`src/rtl/pm_event_ctrl.sv`:
```
module pm_event_ctrl #(
  parameter int TMR_W  = 24,
  parameter int ADDR_W = 6
) (
  input  logic              clk,
  input  logic              rst_n,
  input  logic              tmr_tick,
  input  logic              reg_wr,
  input  logic [ADDR_W-1:0] reg_addr,
  input  logic [31:0]       reg_wdata,
  output logic [31:0]       reg_rdata,
  input  logic              apm_wr,
  input  logic              apm_sel,
  input  logic [7:0]        apm_wdata,
  output logic [7:0]        apm_rdata,
  input  logic              smi_cfg_en,
  input  logic              pwrbtn_evt,
  input  logic              rtc_evt,
  output logic              sci,
  output logic              smi_req,
  output logic              poweroff_req
);

  localparam logic [ADDR_W-1:0] OFS_STS = ADDR_W'(0);
  localparam logic [ADDR_W-1:0] OFS_EN  = ADDR_W'(2);
  localparam logic [ADDR_W-1:0] OFS_CTL = ADDR_W'(4);
  localparam logic [ADDR_W-1:0] OFS_TMR = ADDR_W'(8);
  localparam int B_TMR = 0;
  localparam int B_GBL = 5;
  localparam int B_PWR = 8;
  localparam int B_RTC = 10;
  localparam int B_SUS = 13;
  localparam logic [15:0] SCI_MASK = 16'((1 << B_TMR) | (1 << B_GBL) | (1 << B_PWR) | (1 << B_RTC));
  localparam logic [7:0] CMD_ON  = 8'hF1;
  localparam logic [7:0] CMD_OFF = 8'hF0;

  logic [TMR_W-1:0] timer_q;
  logic [15:0] sts_q, en_q, ctl_q, sts_nx, ctl_nx, sts_set;
  logic [7:0]  cmd_q, apst_q;
  logic        pb_q, rtc_q, smi_q, off_q;

  wire wr_sts   = reg_wr && (reg_addr == OFS_STS);
  wire wr_en    = reg_wr && (reg_addr == OFS_EN);
  wire wr_ctl   = reg_wr && (reg_addr == OFS_CTL);
  wire wr_cmd   = apm_wr && !apm_sel;
  wire tmr_wrap = tmr_tick && (&timer_q[TMR_W-2:0]);
  wire pb_rise  = pwrbtn_evt && !pb_q;
  wire rtc_rise = rtc_evt && !rtc_q;
  wire off_hit  = wr_ctl && reg_wdata[B_SUS] && (reg_wdata[11:10] == 2'b00);

  always_comb begin
    sts_set = '0;
    sts_set[B_TMR] = tmr_wrap;
    sts_set[B_PWR] = pb_rise;
    sts_set[B_RTC] = rtc_rise;
    sts_nx = (sts_q & ~(wr_sts ? reg_wdata[15:0] : 16'h0)) | sts_set;
  end

  always_comb begin
    ctl_nx = ctl_q;
    if (wr_ctl) begin
      ctl_nx = reg_wdata[15:0];
      ctl_nx[B_SUS] = 1'b0;
    end
    if (wr_cmd && apm_wdata == CMD_ON)  ctl_nx[0] = 1'b1;
    if (wr_cmd && apm_wdata == CMD_OFF) ctl_nx[0] = 1'b0;
  end

  always_ff @(posedge clk) begin
    if (!rst_n) begin
      timer_q <= '0;
      sts_q   <= '0;
      en_q    <= '0;
      ctl_q   <= '0;
      cmd_q   <= '0;
      apst_q  <= '0;
      pb_q    <= 1'b0;
      rtc_q   <= 1'b0;
      smi_q   <= 1'b0;
      off_q   <= 1'b0;
    end else begin
      if (tmr_tick) timer_q <= timer_q + TMR_W'(1);
      sts_q <= sts_nx;
      if (wr_en) en_q <= reg_wdata[15:0];
      ctl_q <= ctl_nx;
      if (wr_cmd) cmd_q <= apm_wdata;
      if (apm_wr && apm_sel) apst_q <= apm_wdata;
      pb_q  <= pwrbtn_evt;
      rtc_q <= rtc_evt;
      smi_q <= wr_cmd && smi_cfg_en;
      off_q <= off_hit;
    end
  end

  always_comb begin
    case (reg_addr)
      OFS_STS: reg_rdata = {16'h0, sts_q};
      OFS_EN:  reg_rdata = {16'h0, en_q};
      OFS_CTL: reg_rdata = {16'h0, ctl_q};
      OFS_TMR: reg_rdata = 32'(timer_q);
      default: reg_rdata = 32'h0;
    endcase
  end

  assign apm_rdata    = apm_sel ? apst_q : cmd_q;
  assign sci          = |(sts_q & en_q & SCI_MASK);
  assign smi_req      = smi_q;
  assign poweroff_req = off_q;

  // timer steps by one on each tick
  a_r1_timer_step: assert property (@(posedge clk) disable iff (!rst_n)
    tmr_tick |=> timer_q == $past(timer_q) + TMR_W'(1));

  // a half-range crossing leaves the overflow status set
  a_r4_overflow_set: assert property (@(posedge clk) disable iff (!rst_n)
    (tmr_tick && (&timer_q[TMR_W-2:0])) |=> sts_q[B_TMR]);

  // a power-button rising edge is recorded
  a_r5_pwrbtn_set: assert property (@(posedge clk) disable iff (!rst_n)
    $rose(pwrbtn_evt) |=> sts_q[B_PWR]);

  // suspend enable never reads back
  a_r7_sus_clear: assert property (@(posedge clk) disable iff (!rst_n)
    reg_addr == OFS_CTL |-> !reg_rdata[B_SUS]);

  // power-off pulse only after a type-0 suspend write
  a_r7_off_cause: assert property (@(posedge clk) disable iff (!rst_n)
    poweroff_req |-> $past(reg_wr && reg_addr == OFS_CTL && reg_wdata[B_SUS] && reg_wdata[11:10] == 2'b00));

  // the enable code sets control bit 0
  a_r9_cmd_on: assert property (@(posedge clk) disable iff (!rst_n)
    (apm_wr && !apm_sel && apm_wdata == CMD_ON) |=> ctl_q[0]);

  // a system-management request needs the gate and a command write
  a_r10_smi_gate: assert property (@(posedge clk) disable iff (!rst_n)
    smi_req |-> $past(apm_wr && !apm_sel && smi_cfg_en));

endmodule

```
`config.mk`:
```
export PLATFORM = sky130hd
export DESIGN_NAME = pm_event_ctrl
export DESIGN_NICKNAME = d
export VERILOG_FILES = /design/src/rtl/pm_event_ctrl.sv
export SDC_FILE = /design/constraint.sdc
export NUM_CORES = 1
export LEC_CHECK = 0
export BUFFER_PORTS_ARGS = -buffer_cell sky130_fd_sc_hd__buf_2
export CAP_MARGIN = 10
export CORE_MARGIN = 5
export CORE_UTILIZATION = 45
export DETAILED_ROUTE_END_ITERATION = 12
export GPL_ROUTABILITY_DRIVEN = 0
export PLACE_DENSITY_LB_ADDON = 0.08
export REMOVE_ABC_BUFFERS = 1
export SLEW_MARGIN = 15
export SYNTH_ARGS = -nofsm -noshare
export SYNTH_HDL_FRONTEND = slang
export SYNTH_SLANG_ARGS = --single-unit
```
`constraint.sdc`:
```
create_clock -name clk -period 2 [get_ports clk]
set_input_delay 0.2 -clock clk [delete_from_list [all_inputs] [get_ports clk]]
set_output_delay 0.2 -clock clk [all_outputs]
set_load 0.05 [all_outputs]
```
Yosys cells after proc, flatten, opt, wreduce, memory -nomap -nowiden:

Index checks and enable logic that the tools add are counted.
Widths: inputs -> output; s select.

* $add $sub $neg: 1
* equality and inequality tests: 5
* multiplexer cells: 5
* bitwise gates (word level): 5
* reductions and logical operators: 22

Operators with widths (count)
* $pmux 24 s4: 1
* $add 24x1->24 const B: 1
* $reduce_and 23->1: 1
* $and 16x16->16: 1
* $eq 8x8->1 const B: 2
* $mux 16: 1
* $not 16->16: 1
* $or 16x11->16: 1
* $logic_and 1x1->1: 13
* $and 11x11->11: 1
* $mux 8: 1
* $eq 6x2->1 const B: 1
* $eq 6x3->1 const B: 1
* $eq 6x4->1 const B: 1
* $logic_not 6->1: 1
* $reduce_or 4->1: 1
* $logic_not 1->1: 3
* $logic_not 2->1: 1
* $mux 1: 2
* $reduce_bool 2->1: 1
* $reduce_or 2->1: 1
* $not 1->1: 1

* register bits after elaboration: 91
* bits of input ports: 55
* output and inout bits: 43
* word-level logic and storage cells: 49

Depth between registers and ports, before layout:

Gate-level depths: netlist (run 1).

* depth after elaboration: 6
* gate-level depth with buffers: 7
* gate-level depth less buffers: 5

Worst setup path before layout (run 1):

Ideal clock, no wire load.

* path type: input port to output port
* start: input reg_addr[5]
* end: output reg_rdata[0]
* arrival time: 1924 ps
* data required time: 1800 ps
* slack: -124 ps
* stages on the path: 5
* path buffers: 1
* cells stage by stage: or4_1 -> nor3_1 -> buf_2 -> a22oi_1 -> nand2_1

* longest elaborated chain between the ends: 2
* elaborated cells on any way between the ends: 5
* those cells by class: eq/ne (3); mux (1); reduce/logical (1)

Ends and longest elaborated chain
* start: declaration: RTL line 9 `input logic [ADDR_W-1:0] reg_addr,`
* $eq 6x4->1, or another cell as far along: RTL line 96 `case (reg_addr)`
* $pmux 24 s4 *: RTL line 96
* end: declaration: RTL line 11 `output logic [31:0] reg_rdata,`

Every way passes the cells marked *; elsewhere a longest branch is shown, timed or not.

Worst setup path in the final report (run 1):

* start: input reg_addr[5]
* end: output reg_rdata[14]

Same word-level chain as after synthesis.

==> flow_summary.json, run 1 <==
{
  "powerDensity_nw_per_um2": 662.1,
  "grt_pass1_wl_mm": 17.11,
  "wire_per_inst_um": 15.14,
  "portBuffers": 73,
  "drv_cap": 0,
  "antenna_left": 0,
  "critPathMaxFanout": 20,
  "worst_slew_pin_slew_ns": 0.6515,
  "path_cells": "buf_2, or4_4, nor3b_4, buf_12, a22oi_1, nand2_1, buf_4",
  "p_leak_nw": 2.061,
  "htreeDepth": 3,
  "ys_warn_count": 0,
  "grt_pass1_vias": 3625,
  "clkPwrFrac": 0.364,
  "mostFrequentLayoutCells": "dfxtp_1 (91), nand2_1 (80), buf_2 (57)",
  "dieArea_sq_um": 11440,
  "drt-total-wl_mm": 10.28,
  "cts_tree": "done",
  "cp.required_ns": 1.80,
  "core_area_sq_um": 9196,
  "hold_path.class": "in2reg",
  "antenna_found_initial": 0,
  "synthCells": 480,
  "netSwitchingFraction": 0.2528,
  "layout_min_cycle_time_ns": 1.959,
  "skew_ns": 0.01243,
  "cpLargestDelayFamily": "simple AND/OR/NAND/NOR gates",
  "drc": 0,
  "hpwl_mm": 7.090,
  "drtPass1Iterations": 4,
  "async_flop_share": 0,
  "power_frac_seq": 0.546,
  "ir_worst_vdd_mv": 0.4533,
  "insertion_delay_ns": 0.35,
  "postCtsSetupBuffers": 0,
  "p_total_mw": 3.386,
  "synth_ff_type": "dfxtp_1",
  "critical_path.slowest_cell": "or4_4",
  "ys_seq_elements": 91,
  "area_growth_pct": 20.91,
  "path_class": "in2out",
  "place_inst": 663,
  "comb_power_share": 0.090,
  "slowest_delay_ns": 0.58,
  "status": "finished clean",
  "maxSlewHeadroom": 0.5648,
  "start_kind": "input port",
  "final_area_sq_um": 5115,
  "end_kind": "output pin",
  "grt-ovfl-total": 0,
  "start_util": 0.4600,
  "ioPinCount": 98,
  "p_sw_mw": 0.8562,
  "stdcell_count": 679,
  "nets": 619,
  "placed_area_sq_um": 4857,
  "grtUsageTotal": 0.1827,
  "die_h_um": 107.0,
  "crit_buf_inv": 3,
  "fmax_mhz": 510.5,
  "num-fill-cells": 902,
  "hold_viol_final": 0,
  "yosysSeqAreaShare": 0.4306,
  "setup_viol": 0,
  "vias": 3629,
  "synth_cell_type_count": 41,
  "cts_num_sinks": 91,
  "grt_max_degree": 94,
  "n_antenna_cell": 0,
  "synth_area_sq_um": 4230,
  "cts_buffer_depth": 2,
  "fp.dieW_um": 107.0,
  "num_rows": 35,
  "rsz0062_at_grt": "false",
  "drt_iter0_markers": 171,
  "postCtsHoldBufs": 0,
  "postSynthAreaPerCell_sq_um": 8.813,
  "post-route-period-util": 0.9795,
  "clk_pin_slew_ns": 0.09,
  "holdWs_ns": 0.03456,
  "drive_above_1_share": 0.2447,
  "cts-root-buf": "clkbuf_8",
  "cts_made_buffers": 9,
  "vias_per_cell": 5.345,
  "internal_power_mw": 2.530,
  "final_common_cell": "dfxtp_1",
  "slew_viol_final": 0,
  "cp.arrival_ns": 1.76,
  "synth_edf_count": 0
}
-- worst register-to-register path, cell delays in order, from the launching register on --
cell and delay (ns):
dfxtp_1 0.34, ha_1 0.18, nand4_2 0.12, or4_4 0.62, or3_1 0.37, a21boi_1 0.14
-- power by group through the flow --
stage,clock network (mW),registers [mW],logic [mW]
6_report,1.23,1.85,0.304
5_1_grt,1.34,1.85,0.331
4_1_cts,1.27,1.85,0.304
3_5_place_dp,0,1.89,0.302
3_3_place_gp,0,1.89,0.298
2_1_floorplan,0,1.90,0.148
-- flip-flops by register name, indices dropped and copies added (netlist names) --
name and flops:
apst_q 8, cmd_q 8, ctl_q 15, en_q 16, pb_q 1, poweroff_req 1
rtc_q 1, smi_req 1, sts_q 16, timer_q 24
-- metal layers --
| layer | GRT usage | vias to the layer above | share of wire |
|---|---|---|---|
| li1 | - | 1835 | - |
| met1 | 0.2376 | 1696 | 0.47 |
| met2 | 0.3174 | 90 | 0.47 |
| met3 | 0.03432 | 8 | 0.047 |
| met4 | 0.03562 | 0 | 0.0068 |
| met5 | 0 | - | 0 |
-- synth_stat cells (6+ instances only) --
cell type	number	area, sq um
dfxtp_1	91	1822
nand2_1	80	300.3
a22oi_1	32	240.2
nand3_1	31	155.2
a21boi_0	27	202.7
clkbuf_1	22	82.58
and2_1	20	125.1
a21boi_1	19	142.6
nor2b_1	19	118.9
mux2i_1	16	160.2
a21oi_1	13	65.06
o21ai_0	12	60.06
or3_1	12	75.07
buf_2	8	40.04
buf_4	8	60.06
mux2_2	8	90.09
nand4_1	7	43.79
inv_1	6	22.52
-- final cells by class --
cell class              count  area (sq um)  area share
clock buffers              11         131.4     0.02568
flip-flops and latches     91          1822      0.3562
repair buffers            105         703.2      0.1375
clock inverters             5         61.31     0.01199
inverters                   6         22.52    0.004403
multi-input cells         350          2236      0.4371
well taps                 111         138.9     0.02715
-- through the flow --
stage,worst slack [ns],TNS (ns),utilization
2_1_floorplan,-0.6325,-14.55,-
3_3_place_gp,-0.08372,-0.5307,0.5282
3_5_place_dp,-0.1129,-1.077,0.5282
4_1_cts,0.004787,0,0.5522
5_1_grt,0.004984,0,0.5562
6_report,0.04104,0,0.5562
-- kinds of logic after synthesis --
group,synth area share
compound gates,0.1781
xor+xnor,0.02070
flops,0.4306
fa+ha+maj,0.002957
mux,0.06182
simple gates,0.2511
other cells,0.0008865
buf+inv,0.05383
-- final timing paths --
path	depth (start not counted)	slack, ns	from	endpoint
setup / recovery	7	0.04	reg_addr[5]	reg_rdata[14]
hold / removal	2	0.03	reg_wdata[13]	sts_q[13]$_SDFF_PN0_
setup reg to reg	5	0.16	timer_q[1]$_SDFFE_PN0P_	timer_q[18]$_SDFFE_PN0P_
hold reg to reg	2	0.44	sts_q[1]$_SDFF_PN0_	sts_q[1]$_SDFF_PN0_
-- repair_timing --
action / 4_1_cts / 5_1_grt
endpoints found under the setup margin: 16 / 17
hold endpoints to repair: 0 / 0
gates resized for setup: 11 / 15
(Power assumes the default switching activity.)
==> run 2: changes to the inputs <==
ABC_AREA = 1   (was not set)
==> run 2 against run 1 <==
  * Routed wire length increased by 8.8%
  * Non-clock buffer count decreased by 20
  * Design area decreased by 3.4%
  * Critical path type unchanged
  * Final cell count increased by 25%
  * Highest routed layer unchanged
  * Critical endpoint is now reg_rdata[4]
  * Synthesized cell count increased by 34%
  * Area after synthesis increased by 1.5%
  * Via count increased by 14%
  * Flip-flop and latch count unchanged
  * Core utilization decreased by 2.4 points
  * Largest power group unchanged
  * Clock-buffer cell count increased by 1
  * Hold slack got worse by 0.0071 ns
  * Worst setup slack improved by 0.29 ns
==> flow_summary.json, run 2 <==
{
  "hold_path_depth": 2,
  "ys_top_cells_by_area": "dfxtp_1 (42%), nor2_1 (14%), nand2_1 (13%), nand3_1 (4.8%), o21ai_0 (4.1%)",
  "p_leak_nw": 2.119,
  "post-route-period-util": 0.8353,
  "n_antenna_cell": 0,
  "hpwl_mm": 8.021,
  "layout_min_cycle_time_ns": 1.671,
  "largest-register": "timer_q",
  "ys_warn_count": 0,
  "rsz0062_at_grt": "false",
  "synth_top_area_share": 0.4244,
  "drive_above_1_share": 0.1586,
  "register_area_sq_um": 1822,
  "ir_worst_vdd_mv": 0.3245,
  "wire_per_inst_um": 13.19,
  "p_total_mw": 3.354,
  "postCtsSetupBuffers": 0,
  "synth_cell_type_count": 29,
  "maxSlewHeadroom": 0.5856,
  "num-fill-cells": 963,
  "synth_edf_count": 0,
  "grtUsageTotal": 0.1974,
  "cts_made_buffers": 9,
  "largest_register_ffs": 24,
  "setup_viol": 0,
  "nets": 770,
  "cts_buffer_depth": 2,
  "start_util": 0.4624,
  "path_class": "in2out",
  "netSwitchingFraction": 0.2732,
  "final_area_sq_um": 4938,
  "drv_cap": 0,
  "synth_ff_type": "dfxtp_1",
  "placed_area_sq_um": 4760,
  "postCtsHoldBufs": 0,
  "fp.dieW_um": 107.7,
  "rr_worst_depth": 7,
  "synth_commonest_cells": "nor2_1 (155), nand2_1 (150), dfxtp_1 (91), inv_1 (43), nand3_1 (41)",
  "start_kind": "input port",
  "postSynthAreaPerCell_sq_um": 6.687,
  "insertion_delay_ns": 0.35,
  "vias": 4150,
  "ctsResizeCount": 0,
  "skew_ns": 0.01081,
  "grt_pass1_wl_mm": 18.40,
  "yosysMostFrequentCell": "nor2_1",
  "clkPwrFrac": 0.344,
  "cts-root-buf": "clkbuf_8",
  "cts_tree": "done",
  "num_rows": 35,
  "clk_pin_slew_ns": 0.10,
  "worst_slew_pin_slew_ns": 0.6209,
  "p_sw_mw": 0.9166,
  "cts_num_sinks": 91,
  "synthCells": 642,
  "ys_seq_elements": 91,
  "slew_viol_final": 0,
  "synth_area_sq_um": 4293,
  "htreeDepth": 3,
  "portBuffers": 73,
  "ioPinCount": 98,
  "comb_power_share": 0.100,
  "status": "finished clean",
  "antenna_found_initial": 0,
  "drtPass1Iterations": 5,
  "grt_pass1_vias": 3814,
  "end_kind": "output pin",
  "yosysSeqAreaShare": 0.4244,
  "multiInputGateArea_sq_um": 2128,
  "grt_max_degree": 50,
  "grt-ovfl-total": 0,
  "powerDensity_nw_per_um2": 679.2,
  "fin_setup_tns_ns": 0,
  "cp.arrival_ns": 1.47,
  "final_common_cell": "nor2_1",
  "drt_iter0_markers": 239,
  "hold_path.class": "in2reg",
  "drt-total-wl_mm": 11.19,
  "dieArea_sq_um": 11590,
  "vias_per_cell": 4.894,
  "async_flop_share": 0,
  "reg_top3": "timer_q x24, en_q x16, sts_q x16",
  "area_growth_pct": 15.04,
  "antenna_left": 0,
  "hold_viol_final": 0,
  "die_h_um": 107.7,
  "power_frac_seq": 0.556,
  "critPathMaxFanout": 17,
  "synth_area_leader_cell": "dfxtp_1",
  "cp.required_ns": 1.80,
  "core_area_sq_um": 9284,
  "fmax_mhz": 598.6,
  "mostFrequentLayoutCells": "nor2_1 (155), nand2_1 (150), dfxtp_1 (91)",
  "internal_power_mw": 2.438,
  "drc": 0
}
## run 2: changes by cell type after synthesis, sizes merged, moves of 32 or more
cell    previous run  this run
nor2               2       162
a21boi            46         0
nand2             80       153
o21ai             12        54
inv                6        47
a22oi             32         0
## run 2: kinds of logic after synthesis
logic type / count (synthesis) / share of synthesized area
fa+ha+maj: 1 / 0.002914
simple gates: 373 / 0.3637
other cells: 1 / 0.0008735
compound gates: 97 / 0.1221
buf+inv: 79 / 0.08598
flops: 91 / 0.4244
## run 2: layout make-up
| type | count | share of cell area |
|---|---|---|
| multi-input cells | 479 | 0.4310 |
| flip-flops and latches | 91 | 0.3689 |
| repair buffers | 85 | 0.09476 |
| inverters | 48 | 0.03648 |
| well taps | 129 | 0.03268 |
| clock buffers | 12 | 0.02939 |
| clock inverters | 4 | 0.006841 |
## run 2: stage by stage
stage               utilization  hold slack [ns]  std cells  setup slack [ns]
floorplan                     -           0.2783        618            0.1403
global placement         0.5127           0.3952        832            0.3170
detailed placement       0.5127           0.4027        832            0.3151
CTS                      0.5319          0.01637        848            0.3266
global route             0.5319          0.01940        848            0.1908
finish                   0.5319          0.02747        848            0.3294
## run 2: critical path, stage by stage
cell and delay [ns]:
buf_2 0.11, nor2_2 0.16, nand2_2 0.14, nor2_4 0.10, buf_4 0.25, nand2_1 0.08
o2111ai_1 0.12, buf_2 0.31
## run 2: worst paths after layout
check	startpoint	endpoint	slack (ns)
setup / recovery	reg_addr[1]	reg_rdata[4]	0.33
hold / removal	reg_wdata[13]	sts_q[13]$_SDFF_PN0_	0.03
setup reg to reg	timer_q[0]$_SDFFE_PN0P_	sts_q[0]$_SDFF_PN0_	0.37
hold reg to reg	pb_q$_SDFF_PN0_	sts_q[8]$_SDFF_PN0_	0.42
## run 2: power groups by stage
stage	registers [mW]	logic, mW	clock network (mW)
after detailed placement	1.91	0.336	0
after global routing	1.87	0.374	1.27
after CTS	1.87	0.337	1.19
after global placement	1.91	0.332	0
final	1.86	0.337	1.15
after floorplan	1.91	0.195	0
## run 2: routing by layer
| layer | global-route usage | up-vias | share of wire |
|---|---|---|---|
| met5 | 0 | - | 0 |
| met4 | 0.04328 | 0 | 0.0072 |
| met3 | 0.04559 | 7 | 0.062 |
| met2 | 0.3259 | 108 | 0.47 |
| met1 | 0.2628 | 1852 | 0.46 |
| li1 | - | 2183 | - |
==> run 3: changes to the inputs <==
clock period = 1.6 ns   (was 2 ns; I/O delays follow)
==> run 3 against run 2 <==
  * Total power rose by 32%
  * Critical path depth decreased by 5
  * Register-to-register slack worse by 0.21 ns
  * Hold slack worse by 0.010 ns
  * Core utilization is 4.3 points higher
  * Die area did not move
  * Final cell count grew 3.9%
  * Largest cell class unchanged
==> flow_summary.json, run 3 (synthesis results as in run 2) <==
{
  "insertion_delay_ns": 0.36,
  "drtPass1Iterations": 6,
  "r2r-end": "timer_q[16]$_SDFFE_PN0P_",
  "skew_ns": 0.007259,
  "num_rows": 35,
  "antenna_found_initial": 0,
  "clk_pin_slew_ns": 0.09,
  "p_sw_mw": 1.212,
  "nets": 803,
  "ir_worst_vdd_mv": 0.4614,
  "post-route-period-util": 0.9669,
  "critPathMaxFanout": 4,
  "rsz0062_at_grt": "false",
  "cts_num_sinks": 91,
  "drc": 0,
  "hold_path.startpoint": "reg_wdata[4]",
  "fmax_mhz": 646.4,
  "hold_path.class": "in2reg",
  "num-fill-cells": 941,
  "powerDensity_nw_per_um2": 827.0,
  "start_kind": "flip-flop",
  "register_area_sq_um": 1822,
  "cts-root-buf": "clkbuf_8",
  "mostFrequentLayoutCells": "nor2_1 (154), nand2_1 (150), dfxtp_1 (91)",
  "cts_tree": "done",
  "grt_max_degree": 48,
  "cts_buffer_depth": 2,
  "slew_viol_final": 0,
  "postCtsSetupBuffers": 0,
  "fin_setup_tns_ns": 0,
  "grt_pass1_vias": 4093,
  "crit_path_start": "timer_q[8]$_SDFFE_PN0P_",
  "largest-register": "timer_q",
  "comb_power_share": 0.106,
  "p_total_mw": 4.417,
  "netSwitchingFraction": 0.2743,
  "area_growth_pct": 24.42,
  "drt-total-wl_mm": 11.63,
  "reg_top3": "timer_q x24, en_q x16, sts_q x16",
  "largest_register_ffs": 24,
  "hold_viol_final": 0,
  "hold_end": "sts_q[4]$_SDFF_PN0_",
  "clkPwrFrac": 0.367,
  "dieArea_sq_um": 11590,
  "cp.arrival_ns": 1.39,
  "path_class": "reg2out",
  "cp.required_ns": 1.44,
  "holdWs_ns": 0.01716,
  "r2r_slack_ns": 0.16,
  "vias": 4307,
  "grt-ovfl-total": 0,
  "portBuffers": 73,
  "cts_made_buffers": 9,
  "hold_path_depth": 2,
  "fp.dieW_um": 107.7,
  "grtUsageTotal": 0.2084,
  "layout_min_cycle_time_ns": 1.547,
  "n_antenna_cell": 0,
  "r2r_start": "timer_q[0]$_SDFFE_PN0P_",
  "final_common_cell": "nor2_1",
  "power_frac_seq": 0.528,
  "rr_worst_depth": 9,
  "wire_per_inst_um": 13.20,
  "fin_util": 0.5753,
  "setup_viol": 0,
  "grt_pass1_wl_mm": 19.49,
  "vias_per_cell": 4.889,
  "end_kind": "output pin",
  "pre_cts_slack_ns": 0.01838,
  "htreeDepth": 3,
  "drv_cap": 0,
  "hpwl_mm": 8.501,
  "die_h_um": 107.7,
  "worst_slack_ns": 0.05293,
  "start_util": 0.4624,
  "p_leak_nw": 2.293,
  "drive_above_1_share": 0.1835,
  "antenna_left": 0,
  "status": "finished clean",
  "internal_power_mw": 3.205,
  "ioPinCount": 98,
  "core_area_sq_um": 9284,
  "multiInputGateArea_sq_um": 2137,
  "drt_iter0_markers": 208
}
## run 3: worst max path at each step
| stage | end | slack (ns) | depth (start not counted) |
|---|---|---|---|
| after global placement | reg_rdata[1] | 0.03 | 8 |
| final | reg_rdata[8] | 0.05 | 3 |
| after CTS | reg_rdata[0] | 0.004 | 4 |
| after floorplan | reg_rdata[0] | -0.18 | 3 |
| after global routing | reg_rdata[8] | 0.004 | 3 |
| after detailed placement | reg_rdata[1] | 0.02 | 8 |
## run 3: power groups by stage
| stage | Clock [mW] | Sequential (mW) | Combinational [mW] |
|---|---|---|---|
| global placement | 0 | 2.38 | 0.435 |
| finish | 1.62 | 2.33 | 0.467 |
| global route | 1.76 | 2.34 | 0.516 |
| CTS | 1.66 | 2.33 | 0.465 |
| detailed placement | 0 | 2.38 | 0.442 |
| floorplan | 0 | 2.38 | 0.244 |
## run 3: area by class of cell
cell class	count	area share
clock buffers	10	0.02389
flip-flops and latches	91	0.3411
repair buffers	118	0.1565
multi-input cells	479	0.4001
clock inverters	6	0.01382
inverters	48	0.03443
well taps	129	0.03022
## run 3: worst max-delay path: stages, from the launching register on
cell and delay, ns:
dfxtp_1 0.38, inv_1 0.11, o2111ai_1 0.23, buf_2 0.31
## run 3: repair_timing
action,4_1_cts,5_1_grt
hold buffers,12,1
gates resized for setup,0,11
endpoints found under the hold margin,12,1
setup endpoints to repair,0,17
## run 3: routing by layer
metal	wire [um]	vias up	track usage
li1	-	2260	-
met1	5458	1928	0.2842
met2	5454	106	0.3419
met3	585	13	0.03419
met4	132	0	0.05500
met5	0	-	0
## run 3: stage by stage
step / cells / instance area (sq um)
floorplan: 618 / 4130
CTS: 880 / 5306
detailed placement: 852 / 4985
global placement: 852 / 4985
global route: 881 / 5341
finish: 881 / 5341
